`src/rtl/srx_pkg.sv`:
```
package srx_pkg;
  typedef enum logic [1:0] {
    A_CTRL = 2'd0,
    A_STAT = 2'd1,
    A_DATA = 2'd2,
    A_NONE = 2'd3
  } reg_addr_e;

  localparam int CT_START = 0;
  localparam int CT_INH   = 1;
  localparam int ST_FULL  = 0;
  localparam int ST_ERR   = 1;
  localparam int ST_BUSY  = 2;
endpackage

```
`src/rtl/srx_sync.sv`:
```
module srx_sync #(
  parameter int STAGES = 2
) (
  input  logic clk,
  input  logic rst,
  input  logic d,
  output logic q
);
  logic [STAGES-1:0] ff;

  for (genvar i = 0; i < STAGES; i++) begin : g_stage
    always_ff @(posedge clk) begin
      if (rst) ff[i] <= 1'b0;
      else if (i == 0) ff[i] <= d;
      else ff[i] <= ff[(i == 0) ? 0 : i-1];
    end
  end

  assign q = ff[STAGES-1];
endmodule

```
`src/rtl/srx_shifter.sv`:
```
module srx_shifter #(
  parameter int W = 8
) (
  input  logic         clk,
  input  logic         rst,
  input  logic         clr,
  input  logic         edge_i,
  input  logic         bit_i,
  input  logic         cnt_en,
  input  logic         shift_en,
  output logic [W-1:0] sh_o,
  output logic [W-1:0] sh_next_o,
  output logic         done_o
);
  localparam int CW = (W > 1) ? $clog2(W) : 1;
  localparam logic [CW-1:0] LAST = CW'(W-1);

  logic [CW-1:0] cnt;

  assign sh_next_o = {sh_o[W-2:0], bit_i};
  assign done_o    = edge_i && cnt_en && (cnt == LAST);

  always_ff @(posedge clk) begin
    if (rst || clr) begin
      cnt  <= '0;
      sh_o <= '0;
    end else if (edge_i && cnt_en) begin
      cnt <= (cnt == LAST) ? '0 : cnt + 1'b1;
      if (shift_en) sh_o <= sh_next_o;
    end
  end
endmodule

```
`src/rtl/serial_rx_lock.sv`:
```
module serial_rx_lock
  import srx_pkg::*;
#(
  parameter int DATA_W      = 8,
  parameter int SYNC_STAGES = 2
) (
  input  logic              clk,
  input  logic              rst,
  input  logic              sclk_pin,
  input  logic              sdata_pin,
  input  logic              reg_wr,
  input  logic              reg_rd,
  input  logic [1:0]        reg_addr,
  input  logic [DATA_W-1:0] reg_wdata,
  output logic [DATA_W-1:0] reg_rdata,
  output logic              irq
);
  logic sclk_s, sdat_s, sclk_prev, sedge;
  logic start_q, busy_q, full_q, err_q, ptr_q, irq_q;
  logic [DATA_W-1:0] rbuf_q, sh_q, sh_next, stat_v, ctrl_v, rd_mux;
  logic frame_done, inhibit, unused_wbits;
  reg_addr_e addr;

  assign addr         = reg_addr_e'(reg_addr);
  assign unused_wbits = ^reg_wdata;
  assign inhibit      = reg_wr && (addr == A_CTRL) && reg_wdata[CT_INH];

  srx_sync #(.STAGES(SYNC_STAGES)) u_sync_clk (
    .clk(clk), .rst(rst), .d(sclk_pin), .q(sclk_s));
  srx_sync #(.STAGES(SYNC_STAGES)) u_sync_dat (
    .clk(clk), .rst(rst), .d(sdata_pin), .q(sdat_s));

  always_ff @(posedge clk) begin
    if (rst) sclk_prev <= 1'b0;
    else     sclk_prev <= sclk_s;
  end
  assign sedge = sclk_s & ~sclk_prev;

  srx_shifter #(.W(DATA_W)) u_shift (
    .clk(clk), .rst(rst), .clr(inhibit),
    .edge_i(sedge), .bit_i(sdat_s),
    .cnt_en(busy_q), .shift_en(busy_q & ~err_q),
    .sh_o(sh_q), .sh_next_o(sh_next), .done_o(frame_done));

  always_ff @(posedge clk) begin
    if (rst || inhibit) begin
      start_q <= 1'b0;
      busy_q  <= 1'b0;
      full_q  <= 1'b0;
      err_q   <= 1'b0;
      ptr_q   <= 1'b0;
      irq_q   <= 1'b0;
      rbuf_q  <= '0;
    end else begin
      irq_q <= 1'b0;
      // data read: toggles the pointer in error, consumes the buffer otherwise
      if (reg_rd && addr == A_DATA) begin
        if (err_q) ptr_q <= ~ptr_q;
        else       full_q <= 1'b0;
      end
      // frame completion
      if (frame_done) begin
        if (!err_q) begin
          if (full_q) begin
            err_q <= 1'b1;
          end else begin
            rbuf_q <= sh_next;
            full_q <= 1'b1;
            irq_q  <= 1'b1;
          end
        end
        if (!start_q) busy_q <= 1'b0;
      end
      // control write
      if (reg_wr && addr == A_CTRL) begin
        if (!reg_wdata[CT_START]) begin
          start_q <= 1'b0;
        end else if (!err_q) begin
          start_q <= 1'b1;
          busy_q  <= 1'b1;
        end
      end
      // status write: a 0 in the error bit releases the lock
      if (reg_wr && addr == A_STAT && err_q && !reg_wdata[ST_ERR]) begin
        err_q  <= 1'b0;
        full_q <= 1'b0;
        ptr_q  <= 1'b0;
      end
    end
  end

  assign irq = irq_q;

  always_comb begin
    stat_v          = '0;
    stat_v[ST_FULL] = full_q;
    stat_v[ST_ERR]  = err_q;
    stat_v[ST_BUSY] = busy_q;
    ctrl_v           = '0;
    ctrl_v[CT_START] = start_q;
    case (addr)
      A_CTRL:  rd_mux = ctrl_v;
      A_STAT:  rd_mux = stat_v;
      A_DATA:  rd_mux = (err_q && ptr_q) ? sh_q : rbuf_q;
      default: rd_mux = '0;
    endcase
  end

  always_ff @(posedge clk) begin
    if (rst)         reg_rdata <= '0;
    else if (reg_rd) reg_rdata <= rd_mux;
  end
endmodule

```
`config.mk`:
```
export PLATFORM = sky130hd
export DESIGN_NAME = serial_rx_lock
export DESIGN_NICKNAME = d
export VERILOG_FILES = /design/src/rtl/srx_pkg.sv /design/src/rtl/srx_sync.sv /design/src/rtl/srx_shifter.sv /design/src/rtl/serial_rx_lock.sv
export SDC_FILE = /design/constraint.sdc
export NUM_CORES = 1
export LEC_CHECK = 0
export ABC_AREA = 1
export BUFFER_PORTS_ARGS = -buffer_cell sky130_fd_sc_hd__clkbuf_2
export CORE_MARGIN = 3
export CORE_UTILIZATION = 40
export CTS_CLUSTER_SIZE = 14
export DETAILED_ROUTE_END_ITERATION = 8
export HOLD_SLACK_MARGIN = 0.03
export PLACE_DENSITY = 0.71
export SETUP_SLACK_MARGIN = 0.4
export SLEW_MARGIN = 20
export SYNTH_ARGS = -nofsm -noshare
export SYNTH_HDL_FRONTEND = slang
export SYNTH_SLANG_ARGS = --single-unit
```
`constraint.sdc`:
```
create_clock -name clk -period 1.2 [get_ports clk]
set_clock_uncertainty 0.05 [all_clocks]
set_input_delay 0.24 -clock clk [delete_from_list [all_inputs] [get_ports clk]]
set_output_delay 0.24 -clock clk [all_outputs]
set_load 0.02 [all_outputs]
```
==> results of run 1 <==
worst max-delay path, delay by kind of cell, from the launching register on:
family,cells,cell delay (ns)
compound gates,1,0.15
buf+inv,2,0.18
fa+ha+maj,2,0.26
simple gates,2,0.19
flops,1,0.36
timing repair:
item / 4_1_cts / 5_1_grt
setup endpoints to repair: 42 / 42
pin swaps: 17 / 10
setup buffers: 5 / 3
gates cloned: 1 / 0
gates resized for setup: 54 / 42
metal layers:
layer | vias up | routed length [um] | part of all wire [%]
li1 | 760 | - | -
met1 | 671 | 1584 | 45
met2 | 24 | 1719 | 49
met3 | 6 | 147 | 4.2
met4 | 0 | 72 | 2.0
met5 | - | 0 | 0
per-stage QoR:
stage	instances	setup slack [ns]
after CTS	299	-0.03708
after global routing	302	-0.1279
after detailed placement	285	-0.07815
after global placement	285	-0.04218
final	302	-0.05461
after floorplan	212	-0.04404
where the power goes:
part	total, mW	internal, mW	leakage, nW	switching, mW
Combinational	0.157	0.0655	0.637	0.0919
Sequential	1.28	1.27	0.316	0.0105
Clock	1.29	0.833	0.0683	0.453
kinds of logic (layout without fill, tap and decap cells):
group,Yosys count,count (layout),share of synthesized area [%]
DFF,38,38,47.10
adders and majority gates,2,2,1.549
AOI/OAI and AO/OA,43,43,14.41
and+or+nand+nor,101,102,29.05
buffers and inverters,28,69,7.900
flip-flops by register name (all words and copies together) (netlist names):
name,flops
rbuf_q,8
reg_rdata,8
u_shift.sh_o,8
u_shift.cnt,3
busy_q,1
err_q,1
full_q,1
irq,1
ptr_q,1
sclk_prev,1
start_q,1
u_sync_clk.ff,1
u_sync_clk.q,1
u_sync_dat.ff,1
u_sync_dat.q,1
worst min path at each step:
stage / from / end / depth (start not counted)
3_3_place_gp: u_sync_clk.ff[0] / u_sync_clk.q / 2
6_report: sclk_pin / u_sync_clk.ff[0] / 3
5_1_grt: sclk_pin / u_sync_clk.ff[0] / 3
3_5_place_dp: u_sync_clk.ff[0] / u_sync_clk.q / 2
2_1_floorplan: rst / reg_rdata[7] / 1
4_1_cts: sclk_pin / u_sync_clk.ff[0] / 3
layout by cell type (no fill, tap or decap), types with 2 or more instances in the layout:
cell type   n
o21ai_0     3
dfxtp_1    22
a21oi_2    14
nor2_1     12
nand2_2     5
clkbuf_8    5
nand2_4     4
o21ai_1     8
buf_8       9
nand3_1     6
buf_4      10
buf_6       9
a21oi_1    12
o21a_1      2
inv_2       2
nor2_4     10
clkbuf_2    9
dfxtp_4     2
nand2_1    50
ha_4        2
o21ai_2     2
nor2_2      5
dfxtp_2    14
inv_1      19
bufinv_16   2
nand3_2     5
cell type report:
cell class	count	area [sq um]	area share (%)
Clock inverter	3	68.82	2.866
Tap cell	48	60.06	2.501
Multi-Input combinational cell	147	947.2	39.45
Sequential cell	38	785.8	32.73
Timing Repair Buffer	38	376.6	15.69
Clock buffer	5	68.82	2.866
Inverter	23	93.84	3.908
==> run_results.csv, run 1 <==
group,metric,value,unit
timing,setup_viol_count_final,9,
status,violations,"setup timing",
status,status,"finished with violations",
synth,synth_seq_cells,38,
finish,area_delta_synth_final,48.64,%
detailed_routing,initialDrtViolationCount,40,
global_route,top_usage_layer,"met2",
floorplan,rows,22,
min_path,hp-class,"primary input to flip-flop",
clock_network,cts_tree,"built",
floorplan,ioPinCount,25,
clock_network,cts-root-buf,"clkbuf_8",
critical_path,slowest_delay,0.36,ns
detailed_routing,viasPerCell,4.838,
placement,place_area,1902,sq um
clock_network,hold_buffers,0,
synth,syn_nets,230,
synth,synthTopCellsByCount,"nand2_1 (56), dfxtp_1 (38), a21oi_1 (26)",
timing,tns,-0.2694,ns
global_route,track_usage,14.87,%
global_route,grt_pass1_vias,1277,
clock_network,clock_sinks,38,
power_and_ir_drop,p_per_area,1135,nW/um^2
floorplan,dieWidth,69.55,um
critical_path,crit_arrival,1.43,ns
synth,netlist_instances,212,
floorplan,core,3771,sq um
finish,design_area,2401,sq um
timing,final.hold.worst_slack,0.08387,ns
detailed_routing,vias,1461,
timing,max_clock_freq,797.1,MHz
timing,slew_headroom,81.42,%
global_route,grt_pass1_wl,5747,um
global_route,grt_use_met2,23.83,%
clock_network,cts_buffers,5,
timing,fin_crit_sh,104.6,%
critical_path,r2r_cells,7,
synth,synth-edff-count,0,
critical_path,crit_type,"flip-flop to flip-flop",
synth,ys_seq_area_share,47.10,%
floorplan,die_h,69.55,um
synth,yosysMostFrequentCell,"nand2_1",
detailed_routing,ant_nets,0,
critical_path,crit_chain,"ha_4 -> ha_4 -> inv_2 -> nor2_4 -> buf_6 -> nand3_1 -> a21oi_1",
global_route,grt-ovfl-total,0,
floorplan,design.die.area,4837,sq um
timing,finalMaxSlewViolations,0,
global_route,met3_usage,4.493,%
critical_path,crit_required,1.37,ns
synth,yosysTopAreaCellShare,47.10,%
synth,yosysWarnings,0,
critical_path,crit_top_cell,"ha_4",
clock_network,clockBufferDepth,2,
clock_network,clk_pin_slew,0.07,ns
synth,ys_types,22,
run,cap_violations,0,
global_route,met1_usage,17.82,%
critical_path,endpoint_kind,"flip-flop",
finish,drive_gt1_share,46.06,%
synth,syn_area,1615,sq um
finish,final_core_util,63.67,%
clock_network,insertion_delay,0.28,ns
detailed_routing,dr.pass1.iters,5,
power_and_ir_drop,leakage,1.021,nW
critical_path,cp-endpoint,"rbuf_q[2]",
timing,worst_slack,-0.05461,ns
critical_path,startpoint,"u_shift.cnt[0]",
placement,place.gp.congestion,0.7430,
power_and_ir_drop,finalPower,2.725,mW
power_and_ir_drop,irDropWorstVdd,0.7404,mV
detailed_routing,drc,0,
timing,rsz0062_at_grt,"yes",
critical_path,critPathMaxFanout,6,
placement,post-dp-hpwl,2174,um
detailed_routing,wire_per_inst,11.66,um
critical_path,reg2reg_slack,-0.05,ns
clock_network,htreeDepth,2,
global_route,grt_max_degree,22,
synth,synth-main-ff-cell,"dfxtp_1",
critical_path,crit_slowest_cell,"dfxtp_2",
timing,finalHoldViolCount,0,
finish,antenna_cells,0,
finish,num-fill-cells,303,
critical_path,start_kind,"flip-flop",
placement,portBuffers,18,
floorplan,start_util,42.83,%
synth,yosys.area.top_type,"dfxtp_1",
synth,avgSynthCellArea,7.619,sq um
critical_path,r2r_start,"u_shift.cnt[0]",
detailed_routing,drt-total-wl,3522,um
finish,nets,271,
synth,async_flop_share,0,%
global_route,antenna_found_initial,0,
critical_path,r2r_end,"rbuf_q[2]",
timing,period_needed,1.255,ns
synth,synthTopCellsByArea,"dfxtp_1 (47%), nand2_1 (13%), a21oi_1 (8.1%)",
timing,tightest_slew,0.2784,ns
No activity file was read; power rests on OpenSTA's default activity.
==> inputs of run 2 (changes only) <==
--- a/config.mk
+++ b/config.mk
@@ -5,14 +5,13 @@
 export SDC_FILE = /design/constraint.sdc
 export NUM_CORES = 1
 export LEC_CHECK = 0
-export ABC_AREA = 1
 export BUFFER_PORTS_ARGS = -buffer_cell sky130_fd_sc_hd__clkbuf_2
 export CORE_MARGIN = 3
 export CORE_UTILIZATION = 40
 export CTS_CLUSTER_SIZE = 14
 export DETAILED_ROUTE_END_ITERATION = 8
 export HOLD_SLACK_MARGIN = 0.03
-export PLACE_DENSITY = 0.71
+export PLACE_DENSITY = 0.7
 export SETUP_SLACK_MARGIN = 0.4
 export SLEW_MARGIN = 20
 export SYNTH_ARGS = -nofsm -noshare
==> run 2 against run 1 <==
Against the previous run:
- non-clock buffer count is 1 higher
- largest cell class unchanged
- first-iteration DRC count rose by 100%
- critical path type unchanged
- global-route usage about the same
- utilization shrank 7.1 points
- synthesized area grew 7.2%
- fmax is 8.6% lower
- the run still ends with setup timing left
- wire length is 2.2% lower
- critical path depth fell by 2
- setup slack got worse by 0.12 ns
==> run_results.csv, run 2 <==
group,metric,value,unit
status,status,"finished with violations",
status,violations,"setup timing",
critical_path,r2r_start,"u_shift.cnt[0]",
placement,dp_cells,260,
finish,final_cells,272,
clock_network,cts_tree,"built",
floorplan,dieWidth,71.80,um
global_route,antenna_found_initial,0,
clock_network,clockBufferDepth,2,
timing,worst_slack,-0.1731,ns
finish,layout_common_cells,"dfxtp_1 (23), nand3b_1 (20), nand2_1 (18), buf_4 (17), dfxtp_2 (15)",
synth,syn_nets,207,
synth,ys_seq_area_share,43.93,%
global_route,grt_max_degree,22,
finish,nets,239,
synth,avgSynthCellArea,9.162,sq um
detailed_routing,ant_nets,0,
critical_path,crit_buf_inv,1,
placement,portBuffers,18,
synth,yosys.area.top_type,"dfxtp_1",
critical_path,crit_top_cell,"ha_4",
global_route,grt_pass1_vias,1332,
power_and_ir_drop,p_per_area,1014,nW/um^2
synth,ys_types,38,
critical_path,crit_chain,"ha_4 -> ha_4 -> buf_4 -> or3_1 -> a21oi_1",
synth,synthXorXnorAreaFrac,0.5058,%
timing,fin_crit_sh,114.4,%
critical_path,crit_required,1.37,ns
floorplan,die_h,71.80,um
synth,synthTopCellsByArea,"dfxtp_1 (44%), nand3b_1 (8.7%), mux2i_1 (5.8%)",
critical_path,cp_top_family,"flip-flops",
placement,place.gp.congestion,0.7752,
critical_path,crit_type,"flip-flop to flip-flop",
critical_path,endpoint_kind,"flip-flop",
timing,rsz0062_at_grt,"yes",
min_path,hold_depth,2,
synth,synth-main-ff-cell,"dfxtp_1",
clock_network,htreeDepth,2,
global_route,grt-ovfl-total,0,
timing,slew_headroom,82.19,%
min_path,hold_end,"u_sync_clk.ff[0]",
timing,final.hold.worst_slack,0.1098,ns
detailed_routing,viasPerCell,5.180,
timing,setup_viol_count_final,11,
finish,antenna_cells,0,
floorplan,ioPinCount,25,
synth,synthMuxAreaShare,6.431,%
clock_network,cts-root-buf,"clkbuf_8",
critical_path,reg2reg_slack,-0.17,ns
timing,finalMaxSlewViolations,0,
synth,yosysWarnings,0,
power_and_ir_drop,irDropWorstVdd,0.6990,mV
finish,largest_registers,"rbuf_q x8, reg_rdata x8, u_shift.sh_o x8",
synth,syn_area,1732,sq um
synth,synth-edff-count,0,
clock_network,cts_buffers,5,
synth,netlist_instances,189,
critical_path,crit_slowest_cell,"dfxtp_2",
timing,tns,-1.145,ns
synth,synth_seq_cells,38,
critical_path,critPathMaxFanout,4,
finish,num-fill-cells,362,
clock_network,hold_buffers,0,
global_route,track_usage,14.91,%
finish,final_common_cell,"dfxtp_1",
power_and_ir_drop,leakage,0.8420,nW
floorplan,rows,23,
placement,post-dp-hpwl,2400,um
floorplan,design.die.area,5155,sq um
critical_path,slowest_delay,0.34,ns
run,cap_violations,0,
finish,drive_gt1_share,36.94,%
detailed_routing,dr.pass1.iters,4,
floorplan,core,4086,sq um
synth,synthAdderAreaFrac,1.445,%
synth,synth-simple-area-share,29.70,%
floorplan,start_util,42.38,%
clock_network,insertion_delay,0.29,ns
synth,synth_compound_area_share,13.37,%
detailed_routing,drt-total-wl,3446,um
min_path,hold_start,"sclk_pin",
detailed_routing,initialDrtViolationCount,80,
synth,synth_top_family_by_area,"simple AND/OR/NAND/NOR gates",
timing,finalHoldViolCount,0,
timing,tightest_slew,0.2672,ns
clock_network,clock_sinks,38,
global_route,grt_pass1_wl,6120,um
critical_path,crit_arrival,1.54,ns
detailed_routing,wire_per_inst,12.67,um
timing,max_clock_freq,728.3,MHz
synth,synthTopCellsByCount,"dfxtp_1 (38), nand3b_1 (20), nand2_1 (18)",
synth,yosysTopAreaCellShare,43.93,%
detailed_routing,drc,0,
timing,period_needed,1.373,ns
critical_path,r2r_end,"u_shift.cnt[0]",
critical_path,r2r_cells,5,
clock_network,clk_pin_slew,0.07,ns
synth,yosysMostFrequentCell,"dfxtp_1",
min_path,hp-class,"primary input to flip-flop",
detailed_routing,vias,1409,
finish,area_delta_synth_final,33.45,%
critical_path,start_kind,"flip-flop",
synth,async_flop_share,0,%
## run 2: cell count changes after synthesis, moves of 8 or more
cell      delta
o21ai_0     -12
inv_1       -22
a21oi_1     -10
nand3_1      -9
nand3b_1    +20
nor2_1      -15
o21ai_1      +8
and3_1       +8
nand2_1     -38
mux2i_1     +10
## run 2: repair_timing
| action | CTS | global route |
|---|---|---|
| pin swaps | 8 | 2 |
| gates resized for setup | 35 | 14 |
| setup buffers | 3 | 1 |
| endpoints found under the setup margin | 42 | 42 |
## run 2: metrics by stage
| step | utilization (%) | setup slack [ns] | instance area, sq um | total power, mW |
|---|---|---|---|---|
| final | 56.55 | -0.1731 | 2311 | 2.342 |
| after floorplan | - | -0.1397 | 1869 | 1.401 |
| after global routing | 56.55 | -0.2150 | 2311 | 2.439 |
| after detailed placement | 49.76 | -0.1898 | 2033 | 1.456 |
| after global placement | 49.76 | -0.1656 | 2033 | 1.456 |
| after CTS | 55.39 | -0.1699 | 2263 | 2.370 |
## run 2: report_power, final
group	internal, mW	leakage [nW]	switching, mW
clock network	0.463	0.0482	0.431
logic	0.0841	0.479	0.0800
registers	1.27	0.315	0.00880
## run 2: worst max-delay path by stage
stage	from	endpoint	slack (ns)	depth (start not counted)
3_3_place_gp	u_shift.cnt[0]	busy_q	-0.17	5
4_1_cts	u_shift.cnt[0]	busy_q	-0.17	5
2_1_floorplan	u_shift.cnt[1]	busy_q	-0.14	5
3_5_place_dp	u_shift.cnt[0]	busy_q	-0.19	5
5_1_grt	u_shift.cnt[0]	busy_q	-0.21	5
6_report	u_shift.cnt[0]	u_shift.cnt[0]	-0.17	5
## run 2: final cells by class
cell class | instances | area (sq um) | share of cell area (%)
clock buffer | 7 | 86.33 | 3.736
clock inverter | 1 | 5.005 | 0.2166
inverter | 1 | 3.754 | 0.1624
multi-input combinational | 136 | 1012 | 43.80
sequential | 38 | 779.5 | 33.73
tap | 50 | 62.56 | 2.707
timing repair buffer | 39 | 361.6 | 15.65
## run 2: kinds of logic (layout without fill, tap and decap cells)
family | after synthesis | after routing
AO/OA/AOI/OAI | 39 | 39
XOR/XNOR | 1 | 1
AND/OR/NAND/NOR | 83 | 83
multiplexers | 11 | 11
flip-flops | 38 | 38
buffers and inverters | 15 | 48
adder cells (fa/ha/maj) | 2 | 2
## run 2: layer usage
layer / part of all wire [%] / up-vias / global-route usage, %
li1: - / 732 / -
met1: 52 / 651 / 20.85
met2: 42 / 19 / 22.04
met3: 3.3 / 7 / 3.787
met4: 1.7 / 0 / 5.637
met5: 0 / - / 0
==> inputs of run 3 (changes only) <==
--- a/config.mk
+++ b/config.mk
@@ -6,12 +6,14 @@
 export NUM_CORES = 1
 export LEC_CHECK = 0
 export BUFFER_PORTS_ARGS = -buffer_cell sky130_fd_sc_hd__clkbuf_2
+export CELL_PAD_IN_SITES_DETAIL_PLACEMENT = 1
+export CELL_PAD_IN_SITES_GLOBAL_PLACEMENT = 2
 export CORE_MARGIN = 3
-export CORE_UTILIZATION = 40
+export CORE_UTILIZATION = 31
 export CTS_CLUSTER_SIZE = 14
 export DETAILED_ROUTE_END_ITERATION = 8
 export HOLD_SLACK_MARGIN = 0.03
-export PLACE_DENSITY = 0.7
+export PLACE_DENSITY = 0.83
 export SETUP_SLACK_MARGIN = 0.4
 export SLEW_MARGIN = 20
 export SYNTH_ARGS = -nofsm -noshare
==> run 3 against run 2 <==
Against the previous run:
- the flow still finishes with violations (setup timing)
- non-clock buffer count up 5
- register-to-register slack worse by 0.03 ns
- global-route usage down 1.2 points
- combinational power up 3%
- cell area up 6.1%
- wire length up 26%
- worst hold slack better by 0.0040 ns
- setup slack worse by 0.027 ns
- critical path type unchanged
- largest cell class unchanged
- largest power group unchanged
==> run_results.csv, run 3 (same netlist as run 2, synthesis figures left out) <==
group,metric,value,unit
finish,num-fill-cells,596,
timing,finalMaxSlewViolations,0,
placement,post-dp-hpwl,3023,um
floorplan,start_util,32.86,%
floorplan,design.die.area,6519,sq um
floorplan,die_h,80.74,um
critical_path,crit_required,1.33,ns
placement,place_area,2081,sq um
timing,fin_crit_sh,116.7,%
finish,antenna_cells,0,
clock_network,hold_buffers,0,
detailed_routing,vias,1480,
finish,nets,244,
min_path,hp-class,"primary input to flip-flop",
power_and_ir_drop,leakage,0.9326,nW
floorplan,dieWidth,80.74,um
detailed_routing,initialDrtViolationCount,75,
timing,max_clock_freq,714.4,MHz
global_route,grt_pass1_wl,6934,um
clock_network,clk_pin_slew,0.08,ns
critical_path,crit_buf_inv,0,
critical_path,crit_top_cell,"ha_4",
status,violations,"setup timing",
finish,final_common_cell,"dfxtp_1",
timing,slew_headroom,82.40,%
critical_path,crit_arrival,1.53,ns
clock_network,cts-root-buf,"clkbuf_8",
timing,finalHoldViolCount,0,
detailed_routing,drt-total-wl,4346,um
critical_path,crit_type,"flip-flop to flip-flop",
detailed_routing,dr.pass1.iters,4,
timing,tightest_slew,0.2628,ns
placement,place.gp.congestion,0.7433,
clock_network,clockBufferDepth,2,
critical_path,crit_slowest_cell,"or4bb_1",
finish,final_cells,297,
power_and_ir_drop,p_per_area,966.6,nW/um^2
global_route,antenna_found_initial,0,
run,cap_violations,0,
finish,multiInputGateArea,1074,sq um
finish,area_delta_synth_final,41.55,%
global_route,grt-ovfl-total,0,
critical_path,start_kind,"flip-flop",
clock_network,htreeDepth,2,
detailed_routing,ant_nets,0,
power_and_ir_drop,finalPower,2.369,mW
placement,dp_cells,283,
placement,place_ws,-0.2066,ns
timing,worst_slack,-0.1999,ns
status,status,"finished with violations",
clock_network,cts_buffers,5,
finish,layout_common_cells,"dfxtp_1 (21), nand3b_1 (20), buf_4 (19), dfxtp_2 (16), nand2_1 (11)",
clock_network,insertion_delay,0.29,ns
clock_network,clock_sinks,38,
global_route,grt_pass1_vias,1426,
floorplan,rows,26,
timing,rsz0062_at_grt,"yes",
critical_path,reg2reg_slack,-0.20,ns
finish,drive_gt1_share,43.61,%
critical_path,crit_chain,"ha_4 -> ha_4 -> or4bb_1 -> a22oi_1 -> nor2_1",
clock_network,cts_tree,"built",
power_and_ir_drop,irDropWorstVdd,0.4668,mV
finish,seqCellArea,784.5,sq um
critical_path,cp_top_family,"simple AND/OR/NAND/NOR gates",
finish,design_area,2451,sq um
timing,setup_viol_count_final,17,
detailed_routing,drc,0,
global_route,grt_max_degree,22,
detailed_routing,wire_per_inst,14.63,um
global_route,track_usage,13.75,%
timing,final.hold.worst_slack,0.1139,ns
detailed_routing,viasPerCell,4.983,
finish,largest_registers,"rbuf_q x8, reg_rdata x8, u_shift.sh_o x8",
critical_path,endpoint_kind,"flip-flop",
floorplan,ioPinCount,25,
timing,period_needed,1.400,ns
critical_path,slowest_delay,0.40,ns
critical_path,critPathMaxFanout,4,
floorplan,core,5270,sq um
placement,portBuffers,18,
## run 3: area by class of cell
cell class	count	area share [%]
Multi-Input combinational cell	136	43.80
Sequential cell	38	32.01
Timing Repair Buffer	44	16.74
Tap cell	70	3.573
Clock buffer	7	3.522
Clock inverter	1	0.2042
Inverter	1	0.1531
## run 3: report_power, final
group	total [mW]	switching, mW	leakage (nW)	internal [mW]
clock	0.916	0.451	0.0482	0.464
combinational	0.169	0.0854	0.568	0.0831
sequential	1.29	0.0120	0.316	1.27
## run 3: timing repair
item	in CTS	in global routing
gates resized for setup	39	32
endpoints found under the setup margin	42	42
buffers inserted	4	2
pin swaps	7	12
## run 3: stage by stage
step / utilization [%] / setup TNS [ns]
floorplan: - / -0.6073
global placement: 39.48 / -1.498
detailed placement: 39.48 / -2.090
CTS: 44.37 / -1.688
global route: 46.51 / -2.729
finish: 46.51 / -1.387
## run 3: path summary, 6_finish.rpt
check | start | end | cells after the start
max | u_shift.cnt[0] | busy_q | 5
min | sdata_pin | u_sync_dat.ff[0] | 2
max reg2reg | u_shift.cnt[0] | busy_q | 5
min reg2reg | u_sync_clk.ff[0] | u_sync_clk.q | 1
## run 3: per-layer routing
layer  global-route usage, %  routed length [um]
met4                   2.534                  13
met1                   17.93                2158
met2                   22.85                2035
met5                       0                   0
met3                   3.991                 137
